<file path="config.mk">
export PLATFORM = sky130hd
export DESIGN_NAME = lane_bringup_ctrl
export DESIGN_NICKNAME = d
export VERILOG_FILES = /design/src/rtl/lbc_pkg.sv /design/src/rtl/lbc_cycle_timer.sv /design/src/rtl/lbc_prbs11.sv /design/src/rtl/lane_bringup_ctrl.sv
export SDC_FILE = /design/constraint.sdc
export NUM_CORES = 1
export LEC_CHECK = 0
export BUFFER_PORTS_ARGS = -buffer_cell sky130_fd_sc_hd__buf_2
export CORE_ASPECT_RATIO = 0.75
export CORE_MARGIN = 4
export CORE_UTILIZATION = 55
export DETAILED_ROUTE_END_ITERATION = 10
export PLACE_DENSITY = 0.77
export RECOVER_POWER = 100
export SYNTH_ARGS = -nofsm -noshare
export SYNTH_HDL_FRONTEND = slang
export SYNTH_SLANG_ARGS = --single-unit
</file>
<file path="constraint.sdc">
create_clock -name clk -period 1.8 [get_ports clk]
set_input_delay 0.27 -clock clk [delete_from_list [all_inputs] [get_ports clk]]
set_output_delay 0.27 -clock clk [all_outputs]
set_load 0.02 [all_outputs]
</file>
<file path="src/rtl/lbc_pkg.sv">
package lbc_pkg;

    typedef enum logic [2:0] {
        ST_DISABLED = 3'd0,
        ST_LOCK     = 3'd1,
        ST_TS2      = 3'd2,
        ST_DESKEW   = 3'd3,
        ST_BONDED   = 3'd4,
        ST_SINGLE   = 3'd5,
        ST_SLEEP    = 3'd6
    } lbc_state_e;

    typedef enum logic [2:0] {
        PAT_EI     = 3'd0,
        PAT_LOCK   = 3'd1,
        PAT_TS2    = 3'd2,
        PAT_DESKEW = 3'd3,
        PAT_IDLE   = 3'd4
    } lbc_pat_e;

    localparam int unsigned PRBS_W = 11;

endpackage

</file>
<file path="src/rtl/lbc_cycle_timer.sv">
// Counts cycles while run is high, clears when run is low, saturates at LIMIT-1.
module lbc_cycle_timer #(
    parameter int unsigned LIMIT = 64
) (
    input  logic clk,
    input  logic rst_n,
    input  logic run,
    output logic done
);
    localparam int unsigned CW   = (LIMIT > 1) ? $clog2(LIMIT) : 1;
    localparam logic [CW-1:0] LAST = CW'(LIMIT - 1);

    logic [CW-1:0] cnt;

    always_ff @(posedge clk) begin
        if (!rst_n || !run) begin
            cnt <= '0;
        end else if (cnt != LAST) begin
            cnt <= cnt + 1'b1;
        end
    end

    assign done = run && (cnt == LAST);

    AST_CNT_BOUND: assert property (@(posedge clk) disable iff (!rst_n)
        cnt <= LAST);
    AST_CNT_CLEAR: assert property (@(posedge clk) disable iff (!rst_n)
        !run |=> cnt == '0);

endmodule

</file>
<file path="src/rtl/lbc_prbs11.sv">
// PRBS11 source, x^11 + x^9 + 1; sits at the all-ones seed while not running.
module lbc_prbs11 (
    input  logic clk,
    input  logic rst_n,
    input  logic run,
    output logic bit_o
);
    import lbc_pkg::*;

    logic [PRBS_W-1:0] lfsr;

    always_ff @(posedge clk) begin
        if (!rst_n || !run) begin
            lfsr <= '1;
        end else begin
            lfsr <= {lfsr[PRBS_W-2:0], lfsr[10] ^ lfsr[8]};
        end
    end

    assign bit_o = run & lfsr[10];

    AST_LFSR_NONZERO: assert property (@(posedge clk) disable iff (!rst_n)
        lfsr != '0);
    AST_LFSR_SEED: assert property (@(posedge clk) disable iff (!rst_n)
        $rose(run) |-> lfsr == '1);

endmodule

</file>
<file path="src/rtl/lane_bringup_ctrl.sv">
module lane_bringup_ctrl #(
    parameter int unsigned TS2_CYC     = 16,
    parameter int unsigned TIMEOUT_CYC = 1024
) (
    input  logic       clk,
    input  logic       rst_n,
    input  logic [1:0] sb_resume,
    input  logic       sb_lane_off,
    input  logic [1:0] rx_locked,
    input  logic       rx_request,
    output logic [2:0] lane0_pat,
    output logic [2:0] lane1_pat,
    output logic [1:0] lock_bit,
    output logic [2:0] link_state,
    output logic       bonded
);
    import lbc_pkg::*;

    localparam int unsigned NLANE = 2;

    lbc_state_e state, nxt;
    logic       lane1_awake;
    logic       ts2_done, lock_timeout;
    logic       neg_done;
    lbc_pat_e   pat [NLANE];
    logic [NLANE-1:0] lock_run;

    // Negotiation is complete only with both lanes locked and no request pending.
    assign neg_done = (rx_locked == 2'b11) && !rx_request && lane1_awake;

    lbc_cycle_timer #(.LIMIT(TS2_CYC)) u_ts2_timer (
        .clk   (clk),
        .rst_n (rst_n),
        .run   (state == ST_TS2),
        .done  (ts2_done)
    );

    lbc_cycle_timer #(.LIMIT(TIMEOUT_CYC)) u_lock_timer (
        .clk   (clk),
        .rst_n (rst_n),
        .run   (state == ST_LOCK),
        .done  (lock_timeout)
    );

    // State register
    always_ff @(posedge clk) begin
        if (!rst_n) begin
            state <= ST_DISABLED;
        end else begin
            state <= nxt;
        end
    end

    // Secondary-lane wake flag
    always_ff @(posedge clk) begin
        if (!rst_n || sb_lane_off) begin
            lane1_awake <= 1'b0;
        end else if (sb_resume[1] &&
                     (state == ST_DISABLED || state == ST_LOCK || state == ST_SLEEP)) begin
            lane1_awake <= 1'b1;
        end
    end

    // Next-state logic
    always_comb begin
        nxt = state;
        unique case (state)
            ST_DISABLED: if (sb_resume[0]) nxt = ST_LOCK;
            ST_LOCK: begin
                if (neg_done) begin
                    nxt = ST_TS2;
                end else if (lock_timeout && rx_locked[0] && !rx_request) begin
                    nxt = ST_SINGLE;
                end
            end
            ST_TS2:      if (ts2_done) nxt = ST_DESKEW;
            ST_DESKEW:   nxt = ST_BONDED;
            ST_BONDED:   nxt = ST_BONDED;
            ST_SINGLE:   nxt = ST_SINGLE;
            ST_SLEEP:    if (sb_resume[0]) nxt = ST_LOCK;
            default:     nxt = ST_DISABLED;
        endcase
        if (sb_lane_off) nxt = ST_SLEEP;
    end

    // Output decode
    always_comb begin
        pat[0] = PAT_EI;
        pat[1] = PAT_EI;
        bonded = 1'b0;
        unique case (state)
            ST_DISABLED, ST_SLEEP: ;
            ST_LOCK: begin
                pat[0] = PAT_LOCK;
                pat[1] = lane1_awake ? PAT_LOCK : PAT_EI;
            end
            ST_TS2: begin
                pat[0] = PAT_TS2;
                pat[1] = PAT_TS2;
            end
            ST_DESKEW: begin
                pat[0] = PAT_DESKEW;
                pat[1] = PAT_DESKEW;
            end
            ST_BONDED: begin
                pat[0] = PAT_IDLE;
                pat[1] = PAT_IDLE;
                bonded = 1'b1;
            end
            ST_SINGLE:   pat[0] = PAT_IDLE;
            default: ;
        endcase
    end

    generate
        for (genvar g = 0; g < NLANE; g++) begin : g_lane
            assign lock_run[g] = (pat[g] == PAT_LOCK);
            lbc_prbs11 u_prbs (
                .clk   (clk),
                .rst_n (rst_n),
                .run   (lock_run[g]),
                .bit_o (lock_bit[g])
            );
        end
    endgenerate

    assign lane0_pat  = pat[0];
    assign lane1_pat  = pat[1];
    assign link_state = state;

    AST_SLEEP_ENTRY: assert property (@(posedge clk) disable iff (!rst_n)
        sb_lane_off |=> link_state == 3'd6);
    AST_LOCK_HOLD: assert property (@(posedge clk) disable iff (!rst_n)
        (state == ST_LOCK && !(rx_locked == 2'b11 && !rx_request) && !lock_timeout && !sb_lane_off)
        |=> state == ST_LOCK);
    AST_TS2_STAY: assert property (@(posedge clk) disable iff (!rst_n)
        (state == ST_TS2 && !sb_lane_off) |=> (state == ST_TS2 || state == ST_DESKEW));
    AST_DESKEW_ONE: assert property (@(posedge clk) disable iff (!rst_n)
        (state == ST_DESKEW && !sb_lane_off) |=> bonded);
    AST_BOND_AFTER_DESKEW: assert property (@(posedge clk) disable iff (!rst_n)
        $rose(bonded) |-> $past(lane0_pat) == 3'd3);
    AST_FALLBACK: assert property (@(posedge clk) disable iff (!rst_n)
        (state == ST_LOCK && lock_timeout && rx_locked == 2'b01 && !rx_request && !sb_lane_off)
        |=> state == ST_SINGLE);
    AST_ACTIVE_HOLD: assert property (@(posedge clk) disable iff (!rst_n)
        ((state == ST_BONDED || state == ST_SINGLE) && !sb_lane_off) |=> $stable(state));

endmodule

</file>
Word-level counts from Yosys, hierarchy flattened

Cells that the tools add are included.

$add $sub $neg: 2
Equal/unequal tests: 19
Muxes and demuxes: 10
Bitwise operators: 5
Reductions and logical operators: 27

Operators by type and width:

| kind                                                   | number |
|---|---|
| one-hot mux 3 bit (4 select lines)                     | 2 |
| 2-to-1 mux 3 bit                                       | 5 |
| one-hot mux 3 bit (5 select lines)                     | 1 |
| adder 10 x 1 -> 10 bit (second input constant)         | 1 |
| == test 10 bit (second input constant)                 | 1 |
| inequality test 10 bit (second input constant)         | 1 |
| == test 3 x 1 -> 1 bit (second input constant)         | 3 |
| == test 3 bit (second input constant)                  | 3 |
| inequality test 4 bit (second input constant)          | 2 |
| OR reduction 2 bit                                     | 4 |
| logical AND 1 bit                                      | 7 |
| logical OR 1 bit                                       | 7 |
| == test 3 x 2 -> 1 bit (second input constant)         | 2 |
| zero test 1 bit                                        | 6 |
| inequality test 3 bit (second input constant)          | 2 |
| AND reduction 3 bit                                    | 2 |
| adder 4 x 1 -> 4 bit (second input constant)           | 1 |
| == test 4 bit (second input constant)                  | 1 |
| zero test 3 bit                                        | 1 |
| inequality test 3 x 1 -> 1 bit (second input constant) | 1 |
| bitwise AND 1 bit                                      | 2 |
| == test 2 bit (second input constant)                  | 1 |
| 2-to-1 mux 1 bit                                       | 2 |
| inequality test 2 x 1 -> 1 bit (second input constant) | 1 |
| other kinds (3)                                        | 4 |

Flip-flop bits (word level): 40
Input port bits: 8
Output and inout port bits: 12

Depth between registers and ports, before layout

Gate-level depths: netlist (run 1).

Depth after elaboration: 8
Mapped depth: 5

Modules after synthesis

Synthesis (run 1) repeated with hierarchy kept, for this count alone.

Cells, all modules: 165
Area, all modules: 1670.4 um2

By module, submodules not included:

| module                          | instances | cells an instance | area each (um2) | seq. area each (um2) |
|---|---|---|---|---|
| lbc_prbs11                      | 2         | 25                | 310.3           | 220.2 |
| lbc_cycle_timer at u_lock_timer | 1         | 53                | 496.7           | 200.2 |
| lane_bringup_ctrl               | 1         | 42                | 355.3           | 80.1 |
| lbc_cycle_timer at u_ts2_timer  | 1         | 20                | 197.7           | 80.1 |

Least setup slack after synthesis (run 1)

Ideal clock, no wire load.

Kind: flip-flop to flip-flop
From: reg state[2] (netlist: link_state[2])
To: reg state[0] (netlist: link_state[0])
Setup time: 0.115 ns
Arrival time: 1.771 ns
Data required time: 1.685 ns
Slack: -0.086 ns
Stages on the path, launching flop included: 6
Clock period less this slack: 1.886 ns
Cell sequence: dfxtp_1 -> buf_2 -> nor2b_1 -> nor2b_1 -> nor2_1 -> and3_1

Cells in the longest elaborated chain, start to end: 6
Elaborated cells on any way between the ends: 18

RTL lines:

| item                            | RTL line                                         | text |
|---|---|---|
| start, declared                 | lane_bringup_ctrl.sv:21                          | `lbc_state_e state, nxt;` |
| start signal, assigned          | lane_bringup_ctrl.sv:50                          | `state <= nxt;` |
| == test 3 x 1 -> 1 bit          | lane_bringup_ctrl.sv:41, lane_bringup_ctrl.sv:67 |  |
| logical AND 1 bit               | lbc_cycle_timer.sv:23                            | `assign done = run && (cnt == LAST);` |
| logical AND 1 bit (2 in series) | lane_bringup_ctrl.sv:72                          | `end else if (lock_timeout && rx_locked[0] && !rx_request) begin` |
| inequality test 3 bit (no line) | --                                               |  |
| AND reduction 3 bit (no line)   | --                                               |  |

Parallel ways exist; a longest one is shown, timed or not.
A chain may end at the register's enable or synchronous reset.

Final worst setup path (run 1)

From: reg state[2] (netlist: link_state[2])
To: out lane1_pat[2]

Cells in the longest elaborated chain, start to end: 2
Elaborated cells on any way between the ends: 5

RTL lines:

| item                                        | RTL line                | text |
|---|---|---|
| == test 3 bit, or another cell as far along | lane_bringup_ctrl.sv:91 | `unique case (state)` |
| one-hot mux 3 bit (4 select lines) *        | lane_bringup_ctrl.sv:91 |  |
| end, declared                               | lane_bringup_ctrl.sv:12 | `output logic [2:0] lane1_pat,` |

Mark *: on every way between the ends. The rest lies on a longest branch, timed or not.

==> results by group, run 1 <==
Synthesis
  – Mapped Area: 0.00165 sq mm
  – Synth Instances: 173
  – Mapped Avg Cell Area: 9.53 sq um
  – Synthesized Nets: 183
  – Synthesis-stage register bit count: 40
  – Yosys top cell by area: dfxtp_1
  – Share of the synthesized area in the top cell type: 48.6%
  – Synth top area cells: dfxtp_1 49%, or2_2 7.6%, xnor2_1 4.8%
  – Sequential area share after synthesis: 48.6%
  – Yosys cell types: 37
  – Yosys warning count: 0

Finish
  – Fraction of layout cells with a size suffix above 1: 25.1%
  – Most frequent cells in the layout: 40 x dfxtp_1, 20 x nor2_1, 20 x or2_2
  – Commonest non-fill, non-tap cell in the layout: dfxtp_1
  – Number of diodes: 0
  – Nets: 204
  – FF/Latch Area: 801 sq um
  – Multi-input combinational cell area: 786 sq um
  – Area grow syn2layout: 12.2%
  – Core Util, Final: 67.5%
  – Layout filler cell count: 221

Clock tree
  – CTS H-tree depth: 2
  – Clock slew at reported path FFs: 0.08 ns
  – Clock tree buffer depth: 2
  – CTS tree: done
  – CTS Buf Count: 5
  – Root buf cell: clkbuf_8
  – Cts hold-fix bufs: 0
  – Clock sink count: 40
  – Clk Latency, worst-skew pair: 0.30 ns

STA
  – Final setup margin: 0.117 ns
  – Achievable Freq: 594 MHz
  – Final Cycle Share: 93.5%
  – Endpoints failing setup: 0
  – Final slew viol count: 0
  – Rel. slew slack: 64.8%
  – Clk_skew: 0.00527 ns
  – Worst hold slack: 0.202 ns
  – Hold Violations, Final: 0
  – Setup TNS: 0 ns
  – RSZ-0062 raised after global routing: false
  – Slew @ Worst Pin: 0.527 ns
  – Period minus WS final: 1.68 ns

Drt
  – Mean routed wirelength per cell: 14.0 um
  – Highest metal used: met4
  – DRT iter0 DRCs: 97
  – Antenna Nets Post-Route: 0
  – Avg Vias per Cell: 5.55
  – Met2 routed WL: 1450 um
  – TritonRoute pass-1 iters: 4
  – Met3 Routed Length: 233 um
  – DR DRC count: 0
  – Routed vias: 1283
  – Metal-1 WL: 1450 um
  – WL final: 3230 um

Setup path
  – Arrival @ worst endpoint: 1.41 ns
  – Crit. End Element: output pin
  – Setup Crit Path Kind: flop to output pin
  – Crit-path max FO: 12
  – Crit start category: flop
  – Worst Path Required: 1.53 ns

Floorplanning
  – Full die area: 0.00395 sq mm
  – Starting Density: 60.1%
  – # IOs: 20
  – Core ar.: 0.00274 sq mm
  – Die Y: 55.4 um
  – Row cnt: 16
  – Die W: 71.2 um

Global route
  – Number of global-route vias before repair: 1207
  – Initial antenna violation count: 0
  – Largest net degree at the start of global routing: 20
  – GRT Util Overall: 17.4%
  – Global-route wire length before repair: 5430 um
  – Congestion Overflow GR: 0

Placed design
  – Global placer's final weighted congestion: 0.809
  – IO buf count: 19
  – Hpwl dp: 2290 um
  – Pre-CTS setup slack: 0.195 ns

Power and ir drop
  – Overall power: 1.70 mW
  – Cell Pwr Density: 917 mW/mm^2
  – Worst ir drop on vdd: 0.000744 V
  – Static Leak: 0.696 nW

Status
  – Outcome: finished, final reports clean

Job
  – Max Cap Viol: 0

Min path
  – Hold crit path type: input port to flop
## where the power goes
group / internal (mW) / switching [mW]
Combinational: 0.0624 / 0.102
Sequential: 0.895 / 0.00895
Clock: 0.310 / 0.317
Total: 1.27 / 0.429
## cell usage after synthesis
| cell | instances |
|---|---|
| a211oi_1 | 3 |
| a21oi_1 | 3 |
| a311oi_1 | 2 |
| a311oi_4 | 1 |
| a31oi_1 | 5 |
| a41o_1 | 1 |
| and2_1 | 2 |
| and2b_1 | 1 |
| and3_1 | 3 |
| and3_2 | 1 |
| and4_1 | 2 |
| buf_2 | 3 |
| buf_4 | 2 |
| buf_6 | 2 |
| clkbuf_1 | 1 |
| dfxtp_1 | 40 |
| ha_1 | 2 |
| inv_1 | 3 |
| mux2i_1 | 2 |
| nand2_1 | 7 |
| nand2b_1 | 2 |
| nand3_1 | 8 |
| nand3b_1 | 3 |
| nand4_1 | 3 |
| nand4b_1 | 1 |
| nor2_1 | 20 |
| nor2b_1 | 7 |
| nor3_1 | 3 |
| nor3b_1 | 2 |
| nor3b_2 | 1 |
| nor4bb_1 | 1 |
| o211a_1 | 1 |
| o21a_1 | 1 |
| o21ai_0 | 4 |
| o21bai_1 | 1 |
| or2_2 | 20 |
| xnor2_1 | 9 |
## area by class of cell
type | instances | share of cell area [%]
clock buffer | 6 | 4.46
clock inverter | 2 | 0.811
inverter | 3 | 0.609
multi-input combinational | 122 | 42.5
sequential | 40 | 43.3
tap | 36 | 2.43
timing repair buffer | 22 | 5.95
## through the flow
stage                     instances  instance area [sq um]
after CTS                       231                   1860
after floorplan                 173                   1650
after global routing            231                   1850
after global placement          223                   1760
final                           231                   1850
after detailed placement        223                   1760
## worst max-delay path: stages (launching register included)
cell and delay [ns]:
dfxtp_1 0.35, buf_4 0.18, nor2b_2 0.21, nor2b_1 0.14
clkbuf_1 0.23
## what timing repair did
item | in CTS | in global routing
buffers inserted | 0 | 0
resized for setup | 0 | 1
endpoints found under the setup margin | 0 | 1
## registers in the layout (all words and copies together), names as in the netlist
name and flops:
lane1_awake 1, g_lane.u_prbs.lfsr 22, u_lock_timer.cnt 10, u_ts2_timer.cnt 4, link_state 3
## final timing paths
| path | start | to | slack [ns] | cells past startpoint |
|---|---|---|---|---|
| worst min-delay path | sb_resume[1] | lane1_awake$_SDFFE_PP0P_ | 0.20 | 3 |
| worst max-delay path | link_state[2]$_SDFFE_PN0P_ | lane1_pat[2] | 0.12 | 4 |
| worst max register to register | u_lock_timer.cnt[0]$_SDFFE_PP0P_ | u_lock_timer.cnt[6]$_SDFFE_PP0P_ | 0.19 | 5 |
| worst min register to register | g_lane[0].u_prbs.lfsr[5]$_SDFF_PP1_ | g_lane[0].u_prbs.lfsr[6]$_SDFF_PP1_ | 0.42 | 1 |
## per-layer routing
metal | vias up | global-route usage [%]
met1 | 593 | 21.8
met3 | 12 | 8.33
met4 | 0 | 8.58
li1 | 635 | -
met5 | - | 0
met2 | 43 | 24.7
## cell families (layout without fill, tap and decap cells)
family | count (synthesis) | after routing | share of synthesized area, %
and+or+nand+nor | 87 | 87 | 29.7
DFF | 40 | 40 | 48.6
AOI/OAI and AO/OA | 22 | 22 | 10.2
buffers and inverters | 11 | 33 | 4.10
xor gates and xnor gates | 9 | 9 | 4.78
adders and majority gates | 2 | 2 | 1.52
muxes | 2 | 2 | 1.21
Power figures use the tool's default switching activity.
==> inputs of run 2 (changes only) <==
CORE_UTILIZATION = 50   (was 55)
PLACE_DENSITY = 0.74   (was 0.77)
clock period = 1.4 ns   (was 1.8 ns; I/O delays follow)
==> run 2 against run 1 <==
Net effect: worst setup slack lost 0.20 ns; global-route usage shrank 0.32 points; via count grew 8.7%; the flow now finishes with violations (negative setup slack); critical path depth is the same; critical path type unchanged; sequential share of layout area shrank 7.2 points.
==> results by group, run 2 (synthesized netlist as in run 1, its figures left out) <==
Clock tree
  – Clock slew at reported path FFs: 0.08 ns
  – Root buf cell: clkbuf_8
  – CTS H-tree depth: 2
  – CTS tree: done
  – Clock sink count: 40
  – CTS Buf Count: 5
  – Clk Latency, worst-skew pair: 0.30 ns
  – Clock tree buffer depth: 2

Floorplanning
  – Row cnt: 17
  – Full die area: 0.00429 sq mm
  – Core ar.: 0.00304 sq mm
  – # IOs: 20
  – Die Y: 57.7 um
  – Die W: 74.3 um
  – Starting Density: 54.2%

Finish
  – Commonest non-fill, non-tap cell in the layout: dfxtp_1
  – Largest register FFs: 22
  – Most frequent cells in the layout: 31 x dfxtp_1, 22 x buf_4, 20 x nor2_1
  – Nets: 227
  – Area grow syn2layout: 36.4%
  – Fraction of layout cells with a size suffix above 1: 46.8%
  – Top Registers: g_lane.u_prbs.lfsr (22), u_lock_timer.cnt (10), u_ts2_timer.cnt (4)
  – Layout filler cell count: 214
  – Non-Filler Instances: 256
  – Largest Register: g_lane.u_prbs.lfsr
  – Number of diodes: 0

Setup path
  – Crit. End Element: output pin
  – Worst Path Required: 1.19 ns
  – Crit-path max FO: 2
  – Arrival @ worst endpoint: 1.27 ns
  – Reg2reg end: g_lane[1].u_prbs.lfsr[10]$_SDFF_PP1_
  – CP endpoint: lock_bit[1]
  – R2R Setup Slk: -0.01 ns
  – Critical path origin: link_state[2]$_SDFFE_PN0P_
  – Reg2Reg Depth: 6
  – Crit start category: flop
  – Setup Crit Path Kind: flop to output pin
  – Reg2reg start: link_state[2]$_SDFFE_PN0P_

Placed design
  – IO buf count: 19
  – Global placer's final weighted congestion: 0.856
  – Hpwl dp: 2310 um
  – Placed Cells: 239

Drt
  – WL final: 3560 um
  – Avg Vias per Cell: 5.45
  – DRT iter0 DRCs: 116
  – DR DRC count: 0
  – Mean routed wirelength per cell: 13.9 um
  – Antenna Nets Post-Route: 0
  – TritonRoute pass-1 iters: 4
  – Routed vias: 1394

STA
  – Final Cycle Share: 106%
  – RSZ-0062 raised after global routing: true
  – Slew @ Worst Pin: 0.406 ns
  – Final slew viol count: 0
  – Worst hold slack: 0.148 ns
  – Hold Violations, Final: 0
  – Rel. slew slack: 72.9%
  – Endpoints failing setup: 10
  – Period minus WS final: 1.48 ns
  – Achievable Freq: 675 MHz
  – Final setup margin: -0.0822 ns
  – Clk_skew: 0.00291 ns

Global route
  – Initial antenna violation count: 0
  – Global-route wire length before repair: 5630 um
  – Congestion Overflow GR: 0
  – Number of global-route vias before repair: 1245
  – Largest net degree at the start of global routing: 16
  – GRT Util Overall: 17.1%

Status
  – Failing checks: negative setup slack
  – Outcome: finished, violations left

Min path
  – Hold crit path type: input port to flop

Power and ir drop
  – Static Leak: 0.916 nW
  – Cell Pwr Density: 1090 mW/mm^2
  – Worst ir drop on vdd: 0.000711 V

Job
  – Max Cap Viol: 0
==> run 2: cell types whose count changed in the layout (fill, tap and decap cells not counted), moves of 3 or more <==
cell      before  now
or2_2         20   10
dfxtp_1       40   31
dfxtp_2        0    9
or2_4          0   10
clkbuf_2       3    0
buf_6          0   10
buf_4          3   22
nor2b_4        0    4
clkbuf_1       6    0
==> run 2: how the worst min path moves through the flow <==
| stage | slack (ns) | depth (start not counted) | startpoint | to |
|---|---|---|---|---|
| after floorplan | 0.33 | 2 | rst_n | link_state[1]$_SDFFE_PN0P_ |
| after global placement | 0.40 | 1 | g_lane[1].u_prbs.lfsr[5]$_SDFF_PP1_ | g_lane[1].u_prbs.lfsr[6]$_SDFF_PP1_ |
| after detailed placement | 0.40 | 1 | g_lane[1].u_prbs.lfsr[3]$_SDFF_PP1_ | g_lane[1].u_prbs.lfsr[4]$_SDFF_PP1_ |
| after CTS | 0.14 | 3 | sb_resume[1] | lane1_awake$_SDFFE_PP0P_ |
| after global routing | 0.17 | 3 | sb_resume[1] | lane1_awake$_SDFFE_PP0P_ |
| final | 0.15 | 3 | sb_resume[1] | lane1_awake$_SDFFE_PP0P_ |
==> run 2: area by class of cell <==
cell class,count,area [sq um],share of cell area (%)
Multi-Input combinational cell,123,925,41.1
Sequential cell,40,812,36.1
Timing Repair Buffer,44,338,15.0
Clock buffer,5,68.8,3.06
Clock inverter,3,47.5,2.11
Tap cell,38,47.5,2.11
Inverter,3,11.3,0.501
==> run 2: what timing repair did <==
| action | in CTS | in global routing |
|---|---|---|
| resized for setup | 15 | 39 |
| hold buffers | 0 | 0 |
| cloned | 0 | 1 |
| buffers inserted | 3 | 5 |
| pin swaps | 2 | 3 |
| endpoints found under the setup margin | 9 | 28 |
| endpoints found under the hold margin | 0 | 0 |
==> run 2: per-stage QoR <==
step                instance area [sq um]  setup TNS (ns)  setup slack [ns]  total power, mW  util [%]
floorplan                            1680        -0.00688          -0.00688             1.35         -
finish                               2250          -0.365           -0.0822             2.46      74.0
global route                         2250          -0.793            -0.114             2.55      74.0
CTS                                  2080          -0.584           -0.0893             2.42      68.3
detailed placement                   1890         -0.0350           -0.0227             1.43      62.3
global placement                     1890               0            0.0251             1.43      62.3
==> run 2: where the power goes <==
part | internal (mW) | leakage [nW] | total, mW | switching (mW)
registers | 1.15 | 0.328 | 1.17 | 0.0168
logic | 0.168 | 0.529 | 0.329 | 0.161
clock network | 0.537 | 0.0583 | 0.961 | 0.424
==> run 2: routing by layer <==
| metal | global-route usage (%) | part of all wire [%] |
|---|---|---|
| met4 | 6.09 | 1.0 |
| met3 | 5.37 | 7.4 |
| met1 | 22.6 | 46 |
| met5 | 0 | 0 |
| met2 | 26.3 | 45 |
==> run 2: worst max-delay path: stages (launching register included) <==
cell and delay [ns]:
dfxtp_2 0.34, nor3b_4 0.21, buf_4 0.14, and3_4 0.17, buf_6 0.11
==> inputs of run 3 (changes only) <==
CTS_BUF_LIST = sky130_fd_sc_hd__clkbuf_16   (was unset)
SKIP_LAST_GASP = 1   (was unset)
==> run 3 against run 2 <==
Net effect: the flow still finishes with violations (negative setup slack); cell area hardly changed; register-to-register slack hardly changed; count of clock-buffer cells in the layout is the same; sequential share of layout area decreased by 0.076 points; hold slack improved by 0.055 ns; flip-flop and latch count unchanged; cell count down 0.39%; largest cell class unchanged; largest power group is now clock.
==> results by group, run 3 (synthesized netlist as in run 1, its figures left out) <==
Clock tree
  – Clock tree buffer depth: 2
  – CTS Buf Count: 5
  – CTS H-tree depth: 2
  – Clock slew at reported path FFs: 0.06 ns
  – Cts hold-fix bufs: 0
  – Root buf cell: clkbuf_16
  – Clock sink count: 40
  – CTS tree: done
  – Clk Latency, worst-skew pair: 0.28 ns

Floorplanning
  – Full die area: 0.00429 sq mm
  – Starting Density: 54.2%
  – # IOs: 20
  – Die Y: 57.7 um
  – Die W: 74.3 um
  – Core ar.: 0.00304 sq mm
  – Row cnt: 17

Min path
  – Hold crit path type: input port to flop
  – Worst hold stages: 3

STA
  – Slew @ Worst Pin: 0.453 ns
  – RSZ-0062 raised after global routing: true
  – Hold Violations, Final: 0
  – Achievable Freq: 665 MHz
  – Final slew viol count: 0
  – Clk_skew: 0.00616 ns
  – Final setup margin: -0.103 ns
  – Final Cycle Share: 107%
  – Period minus WS final: 1.50 ns
  – Endpoints failing setup: 6
  – Rel. slew slack: 69.7%

Global route
  – Initial antenna violation count: 0
  – Congestion Overflow GR: 0
  – Largest net degree at the start of global routing: 16
  – Number of global-route vias before repair: 1278
  – GRT Util Overall: 17.7%
  – Global-route wire length before repair: 5780 um

Finish
  – Area grow syn2layout: 36.5%
  – Commonest non-fill, non-tap cell in the layout: dfxtp_1
  – Largest register FFs: 22
  – Core Util, Final: 74.0%
  – Layout filler cell count: 215
  – Fraction of layout cells with a size suffix above 1: 44.7%
  – Most frequent cells in the layout: 32 x dfxtp_1, 22 x buf_4, 20 x nor2_1, 20 x or2_2, 13 x buf_2
  – Non-Filler Instances: 255
  – Number of diodes: 0
  – FF/Latch Area: 811 sq um
  – Multi-input combinational cell area: 877 sq um
  – Largest Register: g_lane.u_prbs.lfsr
  – Top Registers: g_lane.u_prbs.lfsr (22), u_lock_timer.cnt (10), u_ts2_timer.cnt (4)
  – Nets: 226

Setup path
  – Reg2Reg Depth: 6
  – Crit. End Element: output pin
  – Arrival @ worst endpoint: 1.29 ns
  – Worst Path Required: 1.19 ns
  – Setup Crit Path Kind: flop to output pin
  – R2R Setup Slk: 0 ns
  – Crit-path max FO: 4
  – Crit start category: flop

Job
  – Max Cap Viol: 0

Drt
  – DRT iter0 DRCs: 145
  – DR DRC count: 0
  – Mean routed wirelength per cell: 14.5 um
  – Routed vias: 1377
  – WL final: 3700 um
  – TritonRoute pass-1 iters: 4
  – Antenna Nets Post-Route: 0
  – Avg Vias per Cell: 5.40

Placed design
  – Hpwl dp: 2310 um
  – IO buf count: 19
  – Global placer's final weighted congestion: 0.856
  – Placed Cells: 239

Power and ir drop
  – Overall power: 2.80 mW
  – Worst ir drop on vdd: 0.000853 V
  – Static Leak: 0.903 nW
  – Cell Pwr Density: 1240 mW/mm^2

Status
  – Outcome: finished, violations left
  – Failing checks: negative setup slack
## run 3: report_power, final
| part | internal, mW | total, mW | leakage, nW | switching, mW |
|---|---|---|---|---|
| combinational | 0.164 | 0.322 | 0.491 | 0.159 |
| sequential | 1.16 | 1.17 | 0.327 | 0.0156 |
| clock | 0.846 | 1.30 | 0.0840 | 0.458 |
| total | 2.16 | 2.80 | 0.903 | 0.633 |
## run 3: layer usage
metal  share of wire (%)  up-vias  GRT usage [%]
li1                    -      678              -
met1                  47      651           22.5
met5                   0        -              0
met3                 5.6        5           6.93
met4                0.73        0           4.82
met2                  47       43           28.0
## run 3: layout make-up
type	instances	share of cell area, %
flip-flops and latches	40	36.0
clock buffers	5	5.56
multi-input cells	122	39.0
inverters	3	0.500
repair buffers	44	14.7
well taps	38	2.11
clock inverters	3	2.11
## run 3: path summary, 6_finish.rpt
path,startpoint,end
worst min register to register,g_lane[0].u_prbs.lfsr[6]$_SDFF_PP1_,g_lane[0].u_prbs.lfsr[7]$_SDFF_PP1_
worst max register to register,link_state[2]$_SDFFE_PN0P_,link_state[2]$_SDFFE_PN0P_
worst max-delay path,link_state[2]$_SDFFE_PN0P_,lock_bit[1]
worst min-delay path,sb_resume[1],lane1_awake$_SDFFE_PP0P_
## run 3: worst max-delay path: stages, from the launching register on
cell     delay (ns)
dfxtp_2        0.34
nor3b_4        0.24
buf_4          0.15
and3_4         0.17
buf_6          0.11
## run 3: repair_timing
| action | 4_1_cts | 5_1_grt |
|---|---|---|
| setup endpoints to repair | 8 | 36 |
| buffers inserted | 5 | 3 |
| gates resized for setup | 16 | 20 |
| pin swaps | 2 | 3 |
## run 3: metrics by stage
stage          hold WS [ns]  setup WS [ns]  cell area [sq um]  TNS (ns)
2_1_floorplan         0.335       -0.00688               1680  -0.00688
3_3_place_gp          0.395         0.0251               1890         0
3_5_place_dp          0.400        -0.0227               1890   -0.0350
4_1_cts               0.164         -0.108               2160    -0.336
5_1_grt               0.229         -0.130               2250     -1.33
6_report              0.203         -0.103               2250    -0.325
